## config.mk

```make
export PLATFORM = sky130hd
export DESIGN_NAME = flash_cmd_seq
export DESIGN_NICKNAME = d
export VERILOG_FILES = /design/src/rtl/fcs_pkg.sv /design/src/rtl/fcs_phase_timer.sv /design/src/rtl/fcs_poll_ctr.sv /design/src/rtl/flash_cmd_seq.sv
export SDC_FILE = /design/constraint.sdc
export NUM_CORES = 1
export LEC_CHECK = 0
export BUFFER_PORTS_ARGS = -buffer_cell sky130_fd_sc_hd__clkbuf_2
export CAP_MARGIN = 20
export CORE_AREA = 2 2 83 85
export CTS_BUF_LIST = sky130_fd_sc_hd__clkbuf_2
export CTS_CLUSTER_SIZE = 30
export DETAILED_ROUTE_END_ITERATION = 8
export DIE_AREA = 0 0 85 87
export PLACE_DENSITY = 0.72
export SYNTH_ARGS = -nofsm -noshare
export SYNTH_HDL_FRONTEND = slang
export SYNTH_SLANG_ARGS = --single-unit
export TNS_END_PERCENT = 50
```

## constraint.sdc

```tcl
create_clock -name clk -period 3.3 [get_ports clk]
set_input_delay 0.165 -clock clk [delete_from_list [all_inputs] [get_ports clk]]
set_output_delay 0.165 -clock clk [all_outputs]
set_load 0.05 [all_outputs]
```

## src/rtl/fcs_pkg.sv

```systemverilog
package fcs_pkg;

    localparam int FA_W = 19;
    localparam int DQ_W = 8;
    localparam int IDX_W = 3;

    typedef enum logic [1:0] {
        OP_PROG = 2'd0,
        OP_SECT = 2'd1,
        OP_CHIP = 2'd2,
        OP_RSVD = 2'd3
    } op_e;

    typedef enum logic [2:0] {
        ST_IDLE,
        ST_WLO,
        ST_WHI,
        ST_GAP,
        ST_READ
    } st_e;

    typedef struct packed {
        logic [FA_W-1:0] addr;
        logic [DQ_W-1:0] data;
    } bus_cyc_t;

    typedef struct packed {
        op_e             op;
        logic [FA_W-1:0] tgt;
        logic [DQ_W-1:0] wd;
    } req_t;

    localparam logic [FA_W-1:0] UNLK_A = 19'h05555;
    localparam logic [FA_W-1:0] UNLK_B = 19'h02AAA;

    // index of the final write of a sequence
    function automatic logic [IDX_W-1:0] last_idx(op_e op);
        return (op == OP_PROG) ? IDX_W'(3) : IDX_W'(5);
    endfunction

    // polled bit 7 value that signals completion
    function automatic logic done_bit(req_t r);
        return (r.op == OP_PROG) ? r.wd[DQ_W-1] : 1'b1;
    endfunction

    function automatic bus_cyc_t cmd_at(req_t r, logic [IDX_W-1:0] idx, int sect_w);
        bus_cyc_t        c;
        logic [FA_W-1:0] keep;
        keep = {FA_W{1'b1}} << (FA_W - sect_w);
        c = '{addr: UNLK_A, data: 8'hAA};
        if (r.op == OP_PROG) begin
            case (idx)
                3'd0:    c = '{addr: UNLK_A, data: 8'hAA};
                3'd1:    c = '{addr: UNLK_B, data: 8'h55};
                3'd2:    c = '{addr: UNLK_A, data: 8'hA0};
                default: c = '{addr: r.tgt,  data: r.wd};
            endcase
        end else begin
            case (idx)
                3'd0:    c = '{addr: UNLK_A, data: 8'hAA};
                3'd1:    c = '{addr: UNLK_B, data: 8'h55};
                3'd2:    c = '{addr: UNLK_A, data: 8'h80};
                3'd3:    c = '{addr: UNLK_A, data: 8'hAA};
                3'd4:    c = '{addr: UNLK_B, data: 8'h55};
                default: c = (r.op == OP_CHIP) ? '{addr: UNLK_A, data: 8'h10}
                                               : '{addr: r.tgt & keep, data: 8'h30};
            endcase
        end
        return c;
    endfunction

endpackage

```

## src/rtl/fcs_phase_timer.sv

```systemverilog
module fcs_phase_timer #(
    parameter int W = 4
) (
    input  logic         clk,
    input  logic         rst,
    input  logic         load,
    input  logic [W-1:0] load_val,
    output logic         expired
);
    logic [W-1:0] cnt;

    always_ff @(posedge clk) begin
        if (rst) begin
            cnt <= '0;
        end else if (load) begin
            cnt <= load_val - W'(1);
        end else if (cnt != '0) begin
            cnt <= cnt - W'(1);
        end
    end

    assign expired = (cnt == '0);
endmodule

```

## src/rtl/fcs_poll_ctr.sv

```systemverilog
module fcs_poll_ctr #(
    parameter int LIMIT = 16
) (
    input  logic clk,
    input  logic rst,
    input  logic clr,
    input  logic inc,
    output logic at_limit
);
    localparam int PW = $clog2(LIMIT + 1);
    logic [PW-1:0] cnt;

    always_ff @(posedge clk) begin
        if (rst || clr) begin
            cnt <= '0;
        end else if (inc) begin
            cnt <= cnt + PW'(1);
        end
    end

    // the read in progress is the last one allowed
    assign at_limit = (cnt == PW'(LIMIT - 1));
endmodule

```

## src/rtl/flash_cmd_seq.sv

```systemverilog
module flash_cmd_seq
    import fcs_pkg::*;
#(
    parameter int SECT_W   = 3,
    parameter int WE_LOW   = 3,
    parameter int WE_HIGH  = 2,
    parameter int POLL_GAP = 4,
    parameter int POLL_MAX = 4000000
) (
    input  logic            clk,
    input  logic            rst,
    input  logic            start_i,
    input  logic [1:0]      op_i,
    input  logic [FA_W-1:0] addr_i,
    input  logic [DQ_W-1:0] wdata_i,
    output logic [FA_W-1:0] fa_o,
    output logic [DQ_W-1:0] fdq_o,
    input  logic            fdq7_i,
    output logic            fce_n_o,
    output logic            fwe_n_o,
    output logic            foe_n_o,
    output logic            busy_o,
    output logic            done_o,
    output logic            timeout_o
);
    localparam int MAXPH = (WE_LOW > WE_HIGH) ? ((WE_LOW > POLL_GAP) ? WE_LOW : POLL_GAP)
                                              : ((WE_HIGH > POLL_GAP) ? WE_HIGH : POLL_GAP);
    localparam int TW = $clog2(MAXPH + 1);

    st_e             st, st_nxt;
    req_t            req;
    logic [IDX_W-1:0] idx;
    logic            t_exp, t_load;
    logic [TW-1:0]   t_val;
    logic            poll_last, poll_inc;
    logic            hit;
    bus_cyc_t        cyc;

    assign hit = (fdq7_i == done_bit(req));

    always_comb begin
        st_nxt = st;
        case (st)
            ST_IDLE: if (start_i && op_e'(op_i) != OP_RSVD) st_nxt = ST_WLO;
            ST_WLO:  if (t_exp) st_nxt = ST_WHI;
            ST_WHI:  if (t_exp) st_nxt = (idx == last_idx(req.op)) ? ST_GAP : ST_WLO;
            ST_GAP:  if (t_exp) st_nxt = ST_READ;
            ST_READ: st_nxt = (hit || poll_last) ? ST_IDLE : ST_GAP;
            default: st_nxt = ST_IDLE;
        endcase
    end

    always_comb begin
        t_load = (st_nxt != st);
        case (st_nxt)
            ST_WLO:  t_val = TW'(WE_LOW);
            ST_WHI:  t_val = TW'(WE_HIGH);
            ST_GAP:  t_val = TW'(POLL_GAP);
            default: t_val = TW'(1);
        endcase
    end

    assign poll_inc = (st == ST_READ) && (st_nxt == ST_GAP);

    fcs_phase_timer #(.W(TW)) i_timer (
        .clk(clk), .rst(rst), .load(t_load), .load_val(t_val), .expired(t_exp)
    );

    fcs_poll_ctr #(.LIMIT(POLL_MAX)) i_poll (
        .clk(clk), .rst(rst), .clr(st == ST_IDLE), .inc(poll_inc), .at_limit(poll_last)
    );

    always_ff @(posedge clk) begin
        if (rst) begin
            st        <= ST_IDLE;
            idx       <= '0;
            req       <= '{op: OP_PROG, tgt: '0, wd: '0};
            done_o    <= 1'b0;
            timeout_o <= 1'b0;
        end else begin
            st        <= st_nxt;
            done_o    <= 1'b0;
            timeout_o <= 1'b0;
            if (st == ST_IDLE && st_nxt == ST_WLO) begin
                req <= '{op: op_e'(op_i), tgt: addr_i, wd: wdata_i};
                idx <= '0;
            end
            if (st == ST_WHI && st_nxt == ST_WLO) begin
                idx <= idx + IDX_W'(1);
            end
            if (st == ST_READ) begin
                if (hit)            done_o    <= 1'b1;
                else if (poll_last) timeout_o <= 1'b1;
            end
        end
    end

    assign cyc     = cmd_at(req, idx, SECT_W);
    assign fa_o    = (st == ST_GAP || st == ST_READ) ? req.tgt : cyc.addr;
    assign fdq_o   = cyc.data;
    assign fce_n_o = (st == ST_IDLE);
    assign fwe_n_o = (st != ST_WLO);
    assign foe_n_o = (st != ST_READ);
    assign busy_o  = (st != ST_IDLE);
endmodule

```

Yosys cells after proc, flatten, opt, wreduce, memory -nomap -nowiden
Index checks and enable logic that the tools add are counted.
{"block": "classes", "reduce_logical": 19, "n_shift": 0, "eq_ne": 19, "addsub": 4, "muxes": 21, "n_bitwise": 1, "div_mod_pow": 0, "order_cmp": 0, "n_mul": 0}
{"cell": "$pmux 27 s3", "count": 2}
{"cell": "$mux 27", "count": 2}
{"cell": "$mux 3", "count": 9}
{"cell": "$add 22x1->22 const B", "count": 1}
{"cell": "$eq 22x22->1 const B", "count": 1}
{"cell": "$mux 19", "count": 1}
{"cell": "$eq 3x2->1 const B", "count": 6}
{"cell": "$pmux 3 s5", "count": 1}
{"cell": "$eq 3x1->1 const B", "count": 3}
{"cell": "$logic_not 3->1", "count": 3}
{"cell": "$pmux 3 s3", "count": 1}
{"cell": "$eq 3x3->1 const B", "count": 2}
{"cell": "$reduce_bool 3->1", "count": 2}
{"cell": "$reduce_or 2->1", "count": 3}
{"cell": "$sub 3x1->3 const B", "count": 2}
{"cell": "$logic_and 1x1->1", "count": 4}
{"cell": "$mux 2", "count": 2}
{"cell": "$reduce_bool 2->1", "count": 2}
{"cell": "$add 3x1->3 const B", "count": 1}
{"cell": "$eq 3x3->1", "count": 1}
{"cell": "$logic_or 1x1->1", "count": 3}
{"cell": "$mux 1", "count": 3}
{"cell": "$ne 3x1->1 const B", "count": 1}
{"cell": "$ne 3x3->1", "count": 1}
{"cell": "7 further kinds", "count": 7}
{"block": "totals", "latch_bits": 0, "mem_count": 0, "romBits": 0, "ram_bits": 0, "input_bits": 33, "regBits": 62}

Longest topological paths before layout
Gate-level depths: netlist of run 1.
{"block": "logic_depth", "depth_word": 10, "ltp_mapped": 11, "depth_no_buf": 9}

Modules after synthesis
From an unflattened synthesis of run 1, not the netlist that was laid out.
{"block": "unflattened", "hier_cells": 410, "hier_area_um2": 3246.9}
{"mod": "flash_cmd_seq", "seq_area_each_um2": 740.7, "n_inst": 1, "area_each_um2": 2011.9, "cells_each": 271}
{"mod": "fcs_poll_ctr", "seq_area_each_um2": 440.4, "n_inst": 1, "area_each_um2": 1071.0, "cells_each": 124}
{"mod": "fcs_phase_timer", "seq_area_each_um2": 60.1, "n_inst": 1, "area_each_um2": 163.9, "cells_each": 15}

Worst setup path after synthesis of run 1
No wires, ideal clock.
{"block": "synth_path", "kind": "reg2reg", "start": "reg st[2]", "end": "reg i_timer.cnt[2]", "path_stages_with_launch": 12, "period_less_slack_ns": 2.943, "n_path_buf": 2, "arrival_time_ns": 2.881, "slack_ns": 0.357, "required_time_ns": 3.238, "cell_sequence": "dfxtp_1 > buf_4 > nor3_2 > and3_1 > clkbuf_1 > nor3_1 > inv_1 > nand3_1 > and3_1 > ha_1 > or4_1 > nand3_1"}
{"block": "synth_via", "elab_chain_cells": 6, "elab_cells_between_ends": 18}
{"item": "start: declaration", "line_no": "flash_cmd_seq.sv:30", "rtl": "st_e st, st_nxt;"}
{"item": "start signal: assignment", "line_no": "flash_cmd_seq.sv:81", "rtl": "st <= st_nxt;"}
{"item": "$logic_not 3->1 (*)"}
{"item": "via fce_n_o", "line_no": "flash_cmd_seq.sv:19", "rtl": "output logic fce_n_o,"}
{"item": "$pmux 3 s5 (*)", "line_no": "flash_cmd_seq.sv:43", "rtl": "case (st)"}
{"item": "$eq 3x2->1 / $eq 3x1->1 (equally long branches)", "line_no": "flash_cmd_seq.sv:55", "rtl": "case (st_nxt)"}
{"item": "$pmux 3 s3", "line_no": "flash_cmd_seq.sv:55"}
{"item": "$sub 3x1->3", "line_no": "fcs_phase_timer.sv:16", "rtl": "cnt <= load_val - W'(1);"}
{"item": "$mux 3", "line_no": "fcs_phase_timer.sv:15", "rtl": "end else if (load) begin"}
{"item": "end signal: assignment", "line_no": "fcs_phase_timer.sv:16"}
{"item": "end signal: assignment", "line_no": "fcs_phase_timer.sv:18", "rtl": "cnt <= cnt - W'(1);"}
{"item": "end: declaration", "line_no": "fcs_phase_timer.sv:10", "rtl": "logic [W-1:0] cnt;"}
Mark *: on every way through the listed nets, which the timed path passes. The rest lies on a longest branch.
A chain may end at the register's enable or synchronous reset.

Worst setup path in the final report of run 1
{"block": "layout_path", "start": "reg idx[1]", "end": "out fa_o[17]"}
{"block": "layout_via", "elab_chain_cells": 5, "elab_cells_between_ends": 11}
{"item": "start: declaration", "line_no": "flash_cmd_seq.sv:32", "rtl": "logic [IDX_W-1:0] idx;"}
{"item": "start signal: assignment", "line_no": "flash_cmd_seq.sv:89", "rtl": "idx <= idx + IDX_W'(1);"}
{"item": "$eq 3x3->1 (tied with other cells)", "line_no": "fcs_pkg.sv:59", "rtl": "case (idx)"}
{"item": "$reduce_or 2->1 (no source line)"}
{"item": "$pmux 27 s3", "line_no": "fcs_pkg.sv:59"}
{"item": "$mux 27 (*)", "line_no": "fcs_pkg.sv:51", "rtl": "if (r.op == OP_PROG) begin"}
{"item": "$mux 19 (*)", "line_no": "flash_cmd_seq.sv:99", "rtl": "assign fa_o = (st == ST_GAP || st == ST_READ) ? req.tgt : cyc.addr;"}
{"item": "end: declaration", "line_no": "flash_cmd_seq.sv:16", "rtl": "output logic [FA_W-1:0] fa_o,"}
Every way passes the cells marked *; elsewhere a longest branch is shown, timed or not.

==> results of run 1 <==
-- power groups by stage --
| stage | Sequential [W] | Clock [W] | Combinational [W] |
|---|---|---|---|
| final | 0.000864 | 0.000577 | 0.000940 |
| after global routing | 0.000874 | 0.000618 | 0.00102 |
| after CTS | 0.000863 | 0.000595 | 0.000942 |
| after detailed placement | 0.000879 | 0 | 0.000910 |
| after global placement | 0.000875 | 0 | 0.000907 |
| after floorplan | 0.000855 | 0 | 0.000743 |
-- worst max-delay path, delay by kind of cell, from the launching register on --
kind	cells	cell delay (ns)
AND/OR/NAND/NOR	5	1.07
flip-flops	1	0.49
buffers and inverters	2	0.36
adder cells (fa/ha/maj)	1	0.23
AO/OA/AOI/OAI	1	0.14
-- worst paths after layout --
path                               from             end  slack (ns)  depth (start not counted)
worst min-delay path                rst          req[7]        0.20                          3
worst max register to register  req[27]  i_timer.cnt[2]        0.49                          9
worst min register to register  req[23]         req[23]        0.47                          2
worst max-delay path             idx[1]        fa_o[17]        0.36                          9
-- stage by stage --
stage	total power, W	utilization, %
after floorplan	0.00160	-
after global placement	0.00178	53.3
after detailed placement	0.00179	53.3
after CTS	0.00240	60.2
after global routing	0.00251	60.2
final	0.00238	60.2
-- repair_timing --
| item | 4_1_cts | 5_1_grt |
|---|---|---|
| hold buffers | 30 | 0 |
| gates resized for setup | 1 | 3 |
| hold endpoints to repair | 30 | 0 |
| setup endpoints to repair | 19 | 19 |
-- layout by cell type, fill, tap and decap left out, types with 7 or more instances in the layout --
| cell type | count |
|---|---|
| a21o_1 | 16 |
| a21oi_1 | 38 |
| and2_1 | 7 |
| clkbuf_2 | 74 |
| dfxtp_1 | 61 |
| dlygate4sd3_1 | 30 |
| ha_1 | 7 |
| inv_1 | 9 |
| nand2_1 | 83 |
| nand3_1 | 13 |
| nor2_1 | 39 |
| xnor2_1 | 7 |
| xor2_1 | 11 |
-- flip-flops by register name (all words and copies together), names as in the netlist --
| signal | cells |
|---|---|
| done_o | 1 |
| idx | 3 |
| req | 29 |
| st | 3 |
| i_poll.cnt | 22 |
| timeout_o | 1 |
| i_timer.cnt | 3 |
-- cell usage after synthesis (2+ instances only) --
| master | instances |
|---|---|
| dfxtp_1 | 62 |
| xnor2_1 | 7 |
| nand2_1 | 83 |
| a21o_1 | 16 |
| buf_6 | 2 |
| nor4b_1 | 3 |
| nand3_1 | 13 |
| a21oi_1 | 38 |
| nand4_1 | 6 |
| xor2_1 | 11 |
| buf_4 | 3 |
| nor2_1 | 39 |
| and3_1 | 6 |
| nor3_4 | 2 |
| mux2i_1 | 3 |
| o21ai_0 | 6 |
| nor3_2 | 3 |
| a31oi_1 | 2 |
| or2_1 | 3 |
| and2_1 | 6 |
| nor4_1 | 5 |
| ha_1 | 7 |
| and4_1 | 4 |
| inv_1 | 9 |
| or4_1 | 4 |
| nor3_1 | 3 |
| or3_1 | 2 |
| o2bb2ai_1 | 2 |
| o21a_1 | 3 |
| clkbuf_1 | 16 |
| buf_2 | 2 |
| nor2b_1 | 4 |
-- metal layers --
metal,part of all wire [%],wire length (um)
met5,0,0
met2,47,3540
met1,46,3460
met4,1.2,92
met3,6.1,464
-- area by class of cell --
cell class,count,area share (%)
Sequential cell,62,31.4
Clock buffer,9,1.14
Timing Repair Buffer,99,16.6
Clock inverter,7,2.59
Tap cell,80,2.53
Multi-Input combinational cell,305,44.9
Inverter,9,0.854
-- logic make-up after synthesis --
family          count (synthesis)  share of synthesized area (%)
mux                             3                          0.949
simple gates                  195                           30.3
fa+ha+maj                       7                           2.77
xor+xnor                       18                           4.98
flops                          62                           39.2
buf+inv                        32                           4.71
compound gates                 82                           17.0
==> flow_summary_export.csv, run 1 <==
group,metric,value,unit
run_status,status,"completed",
timing,whs,0.195,ns
floorplan,start_util,48.2,%
timing,setup_tns,0,ns
routing,wl_per_cell,13.2,um
timing,skew,0.0286,ns
pwr,pwr-share-comb,39.5,%
global_routing,use_met3,5.69,%
global_routing,use_met1,25.9,%
synthesis,synth_flop_cell,"dfxtp_1",
place,place_congestion,0.868,
timing,slew_violations,0,
floorplan,fp-row-count,30,
setup_path,crit_path_end_kind,"output port",
clocking,tritoncts,"yes",
timing,setup_slack,0.360,ns
synthesis,yosysTopAreaCell,"dfxtp_1",
setup_path,slowest_delay,0.49,ns
cells_and_area,seq_area,0.00124,sq mm
setup_path,crit_type,"flop to output port",
clocking,cts_buffer_depth,2,
cells_and_area,finalNetCount,526,
min_path,hp-class,"primary input to flop",
clocking,clk_latency,0.51,ns
clocking,clkSlewWorstSetupHoldPaths,0.21,ns
global_routing,grt_pass1_wl,12.6,mm
cells_and_area,fin_area,0.00396,sq mm
setup_path,start_kind,"flop",
timing,fin_crit_sh,89.1,%
cells_and_area,area_growth_syn_to_layout,25.0,%
timing,max_freq,340,MHz
place,dp_cells,525,
cells_and_area,nFillCells,569,
place,placed_cell_area,0.00350,sq mm
routing,drtPass1Iterations,5,
pwr,max-vdd-ir-drop,0.434,mV
cells_and_area,layout-drive-gt1-share,20.4,%
pwr,p_int,0.00136,W
setup_path,crit_slowest_cell,"dfxtp_1",
setup_path,path_cells,"inv_1 -> ha_1 -> nor3_1 -> or2_1 -> and2_1 -> or2_4 -> a21o_1 -> and2_1 -> clkbuf_2",
clocking,cts-root-buf,"clkbuf_2",
synthesis,synth-seq-area-share,39.2,%
clocking,htree_levels,3,
timing,finalSetupViolations,0,
routing,drc_errors,0,
timing,slew-limit-headroom,52.9,%
setup_path,crit_top_cell,"and2_1",
run,maxCapViolations,0,
synthesis,syn-num-nets,439,
clocking,cts_sinks,62,
synthesis,synthesis.area,0.00316,sq mm
place,portBuffers,65,
synthesis,ys_types,56,
floorplan,dieArea,0.00740,sq mm
place,pre_cts_ws,0.446,ns
synthesis,synth_top_cells_by_area,"dfxtp_1 39%, nand2_1 9.8%, a21oi_1 6.0%",
global_routing,grt.busiest_layer,"met2",
cells_and_area,antenna_cells,0,
setup_path,crit_fanout,17,
pwr,sequentialPowerShare,36.3,%
global_routing,grt_pass1_vias,2826,
setup_path,crit_arrival,2.78,ns
clocking,cts_buffers,9,
floorplan,die-height,87,um
timing,min_period,2.94,ns
floorplan,core-area,0.00657,sq mm
cells_and_area,multiInputGateArea,0.00178,sq mm
synthesis,synth_top_area_share,39.2,%
setup_path,crit_required,3.13,ns
global_routing,grt_usage,20.9,%
floorplan,ioPinCount,66,
synthesis,ys_async_sr_fraction,0,%
routing,dr.first_iter.drc_count,144,
place,dp_hpwl,4.99,mm
routing,drtAntennaViolNets,0,
synthesis,syn_area_per_cell,7.93,sq um
global_routing,met2_usage,35.6,%
synthesis,synth_edf_count,0,
clocking,cts_setup_buffers,0,
synthesis,yosysWarningCount,0,
pwr,leakagePower,1.67,nW
timing,rsz0062_at_grt,"false",
routing,vias,3027,
routing,vias_per_cell,5.30,
floorplan,die_w,85,um
timing,tightestPinTransition,0.700,ns
global_routing,antenna_found_initial,0,
cells_and_area,stdcell_count,571,
synthesis,syn_inst,399,
pwr,switching_share,42.9,%
pwr,p_switching,0.00102,W
global_routing,grt_max_degree,42,
pwr,p_per_area,602,mW/mm^2
pwr,clock_power_share,24.2,%
synthesis,ys_seq_elements,62,
timing,hold_viol_final,0,
routing,drt-total-wl,7.56,mm
global_routing,gr-total-overflow,0,
Note: power is estimated with default switching activity, not from simulation.
==> run 2, diff against run 1 <==
--- a/config.mk
+++ b/config.mk
@@ -13,6 +13,7 @@
 export DETAILED_ROUTE_END_ITERATION = 8
 export DIE_AREA = 0 0 85 87
 export PLACE_DENSITY = 0.72
+export REMOVE_ABC_BUFFERS = 1
 export SYNTH_ARGS = -nofsm -noshare
 export SYNTH_HDL_FRONTEND = slang
 export SYNTH_SLANG_ARGS = --single-unit
==> flow_summary_export.csv, run 2 (synthesis gave the netlist of run 1 again) <==
group,metric,value,unit
global_routing,grt_usage,21.4,%
timing,rsz0062_at_grt,"false",
global_routing,antenna_found_initial,0,
pwr,max-vdd-ir-drop,0.341,mV
floorplan,die-height,87,um
timing,fin_crit_sh,92.1,%
floorplan,core-area,0.00657,sq mm
global_routing,gr-total-overflow,0,
routing,drc_errors,0,
timing,max_freq,329,MHz
run_status,status,"completed",
setup_path,crit_required,3.13,ns
routing,drtPass1Iterations,4,
cells_and_area,top_register,"req",
setup_path,start_kind,"flop",
cells_and_area,finalNetCount,525,
clocking,clk_latency,0.52,ns
routing,dr.first_iter.drc_count,122,
cells_and_area,final_common_cell,"nand2_1",
setup_path,crit_type,"flop to output port",
cells_and_area,fin_area,0.00392,sq mm
cells_and_area,largest_register_ffs,29,
cells_and_area,area_growth_syn_to_layout,24.0,%
timing,slew_violations,0,
setup_path,crit_fanout,17,
timing,finalSetupViolations,0,
pwr,p_per_area,583,mW/mm^2
clocking,tritoncts,"yes",
cells_and_area,fin_util,59.7,%
routing,vias,3021,
routing,vias_per_cell,5.30,
timing,slew-limit-headroom,52.5,%
cells_and_area,nFillCells,595,
cells_and_area,final_cell_mix,"83 x nand2_1, 74 x clkbuf_2, 61 x dfxtp_1",
cells_and_area,seq_area,0.00124,sq mm
pwr,leakagePower,1.66,nW
floorplan,die_w,85,um
routing,wl_per_cell,13.3,um
place,pre_cts_ws,0.466,ns
run,maxCapViolations,0,
clocking,clkSlewWorstSetupHoldPaths,0.22,ns
floorplan,start_util,48.2,%
cells_and_area,top_regs,"req x29, i_poll.cnt x22",
timing,min_period,3.04,ns
min_path,hp-class,"primary input to flop",
clocking,cts_sinks,62,
place,place_congestion,0.892,
cells_and_area,antenna_cells,0,
setup_path,crit_arrival,2.87,ns
floorplan,fp-row-count,30,
clocking,htree_levels,3,
global_routing,grt_max_degree,42,
global_routing,grt_pass1_vias,2745,
place,placed_cell_area,0.00350,sq mm
timing,skew,0.0427,ns
global_routing,grt_pass1_wl,12.6,mm
clocking,cts-root-buf,"clkbuf_2",
cells_and_area,layout-drive-gt1-share,20.6,%
timing,hold_viol_final,0,
cells_and_area,multiInputGateArea,0.00178,sq mm
clocking,cts_buffer_depth,2,
place,dp_hpwl,5.02,mm
routing,drt-total-wl,7.56,mm
setup_path,crit_path_end_kind,"output port",
timing,tightestPinTransition,0.706,ns
timing,setup_slack,0.261,ns
place,portBuffers,65,
clocking,cts_buffers,9,
setup_path,rrSetupSlack,0.53,ns
routing,drtAntennaViolNets,0,
clocking,cts_setup_buffers,0,
floorplan,dieArea,0.00740,sq mm
floorplan,ioPinCount,66,
run 2: final timing paths:
path,from,endpoint,cells after the start
worst min-delay path,fdq7_i,done_o,3
worst min register to register,req[25],req[25],2
worst max-delay path,idx[1],fa_o[16],9
worst max register to register,req[27],i_timer.cnt[2],9
run 2: worst max-delay path, stage by stage (launching register included):
cell and delay (ns):
dfxtp_1 0.50, inv_1 0.10, ha_1 0.23, nor3_1 0.21, or2_1 0.20, and2_1 0.26
or2_4 0.27, a21o_1 0.15, and2_1 0.15, clkbuf_2 0.28
run 2: what timing repair did:
action                                 4_1_cts  5_1_grt
resized for setup                            1        4
hold buffers                                29        0
pin swaps                                    0        0
setup endpoints to repair                   19       19
endpoints found under the hold margin       29        0
run 2: area by class of cell:
cell class	instances	area share, %
Multi-Input combinational cell	305	45.4
Sequential cell	62	31.7
Timing Repair Buffer	98	16.5
Tap cell	80	2.55
Clock inverter	7	1.88
Clock buffer	9	1.15
Inverter	9	0.862
run 2: per-stage QoR:
stage	hold slack, ns	cells	power, W	setup TNS, ns
5_1_grt	0.0485	570	0.00244	0
2_1_floorplan	0.234	376	0.00157	-0.199
3_3_place_gp	0.390	525	0.00178	0
6_report	0.0785	570	0.00229	0
4_1_cts	0.0416	570	0.00229	0
3_5_place_dp	0.398	525	0.00179	0
run 2: where the power goes:
| group | switching (W) | internal [W] |
|---|---|---|
| clock | 0.000298 | 0.000177 |
| sequential | 0.0000537 | 0.000808 |
| combinational | 0.000658 | 0.000290 |
| total | 0.00101 | 0.00128 |
run 2: metal layers:
layer	GRT usage (%)	part of all wire [%]
met3	5.78	4.8
met5	0	0
met4	8.08	1.5
met2	35.0	48
met1	27.0	46
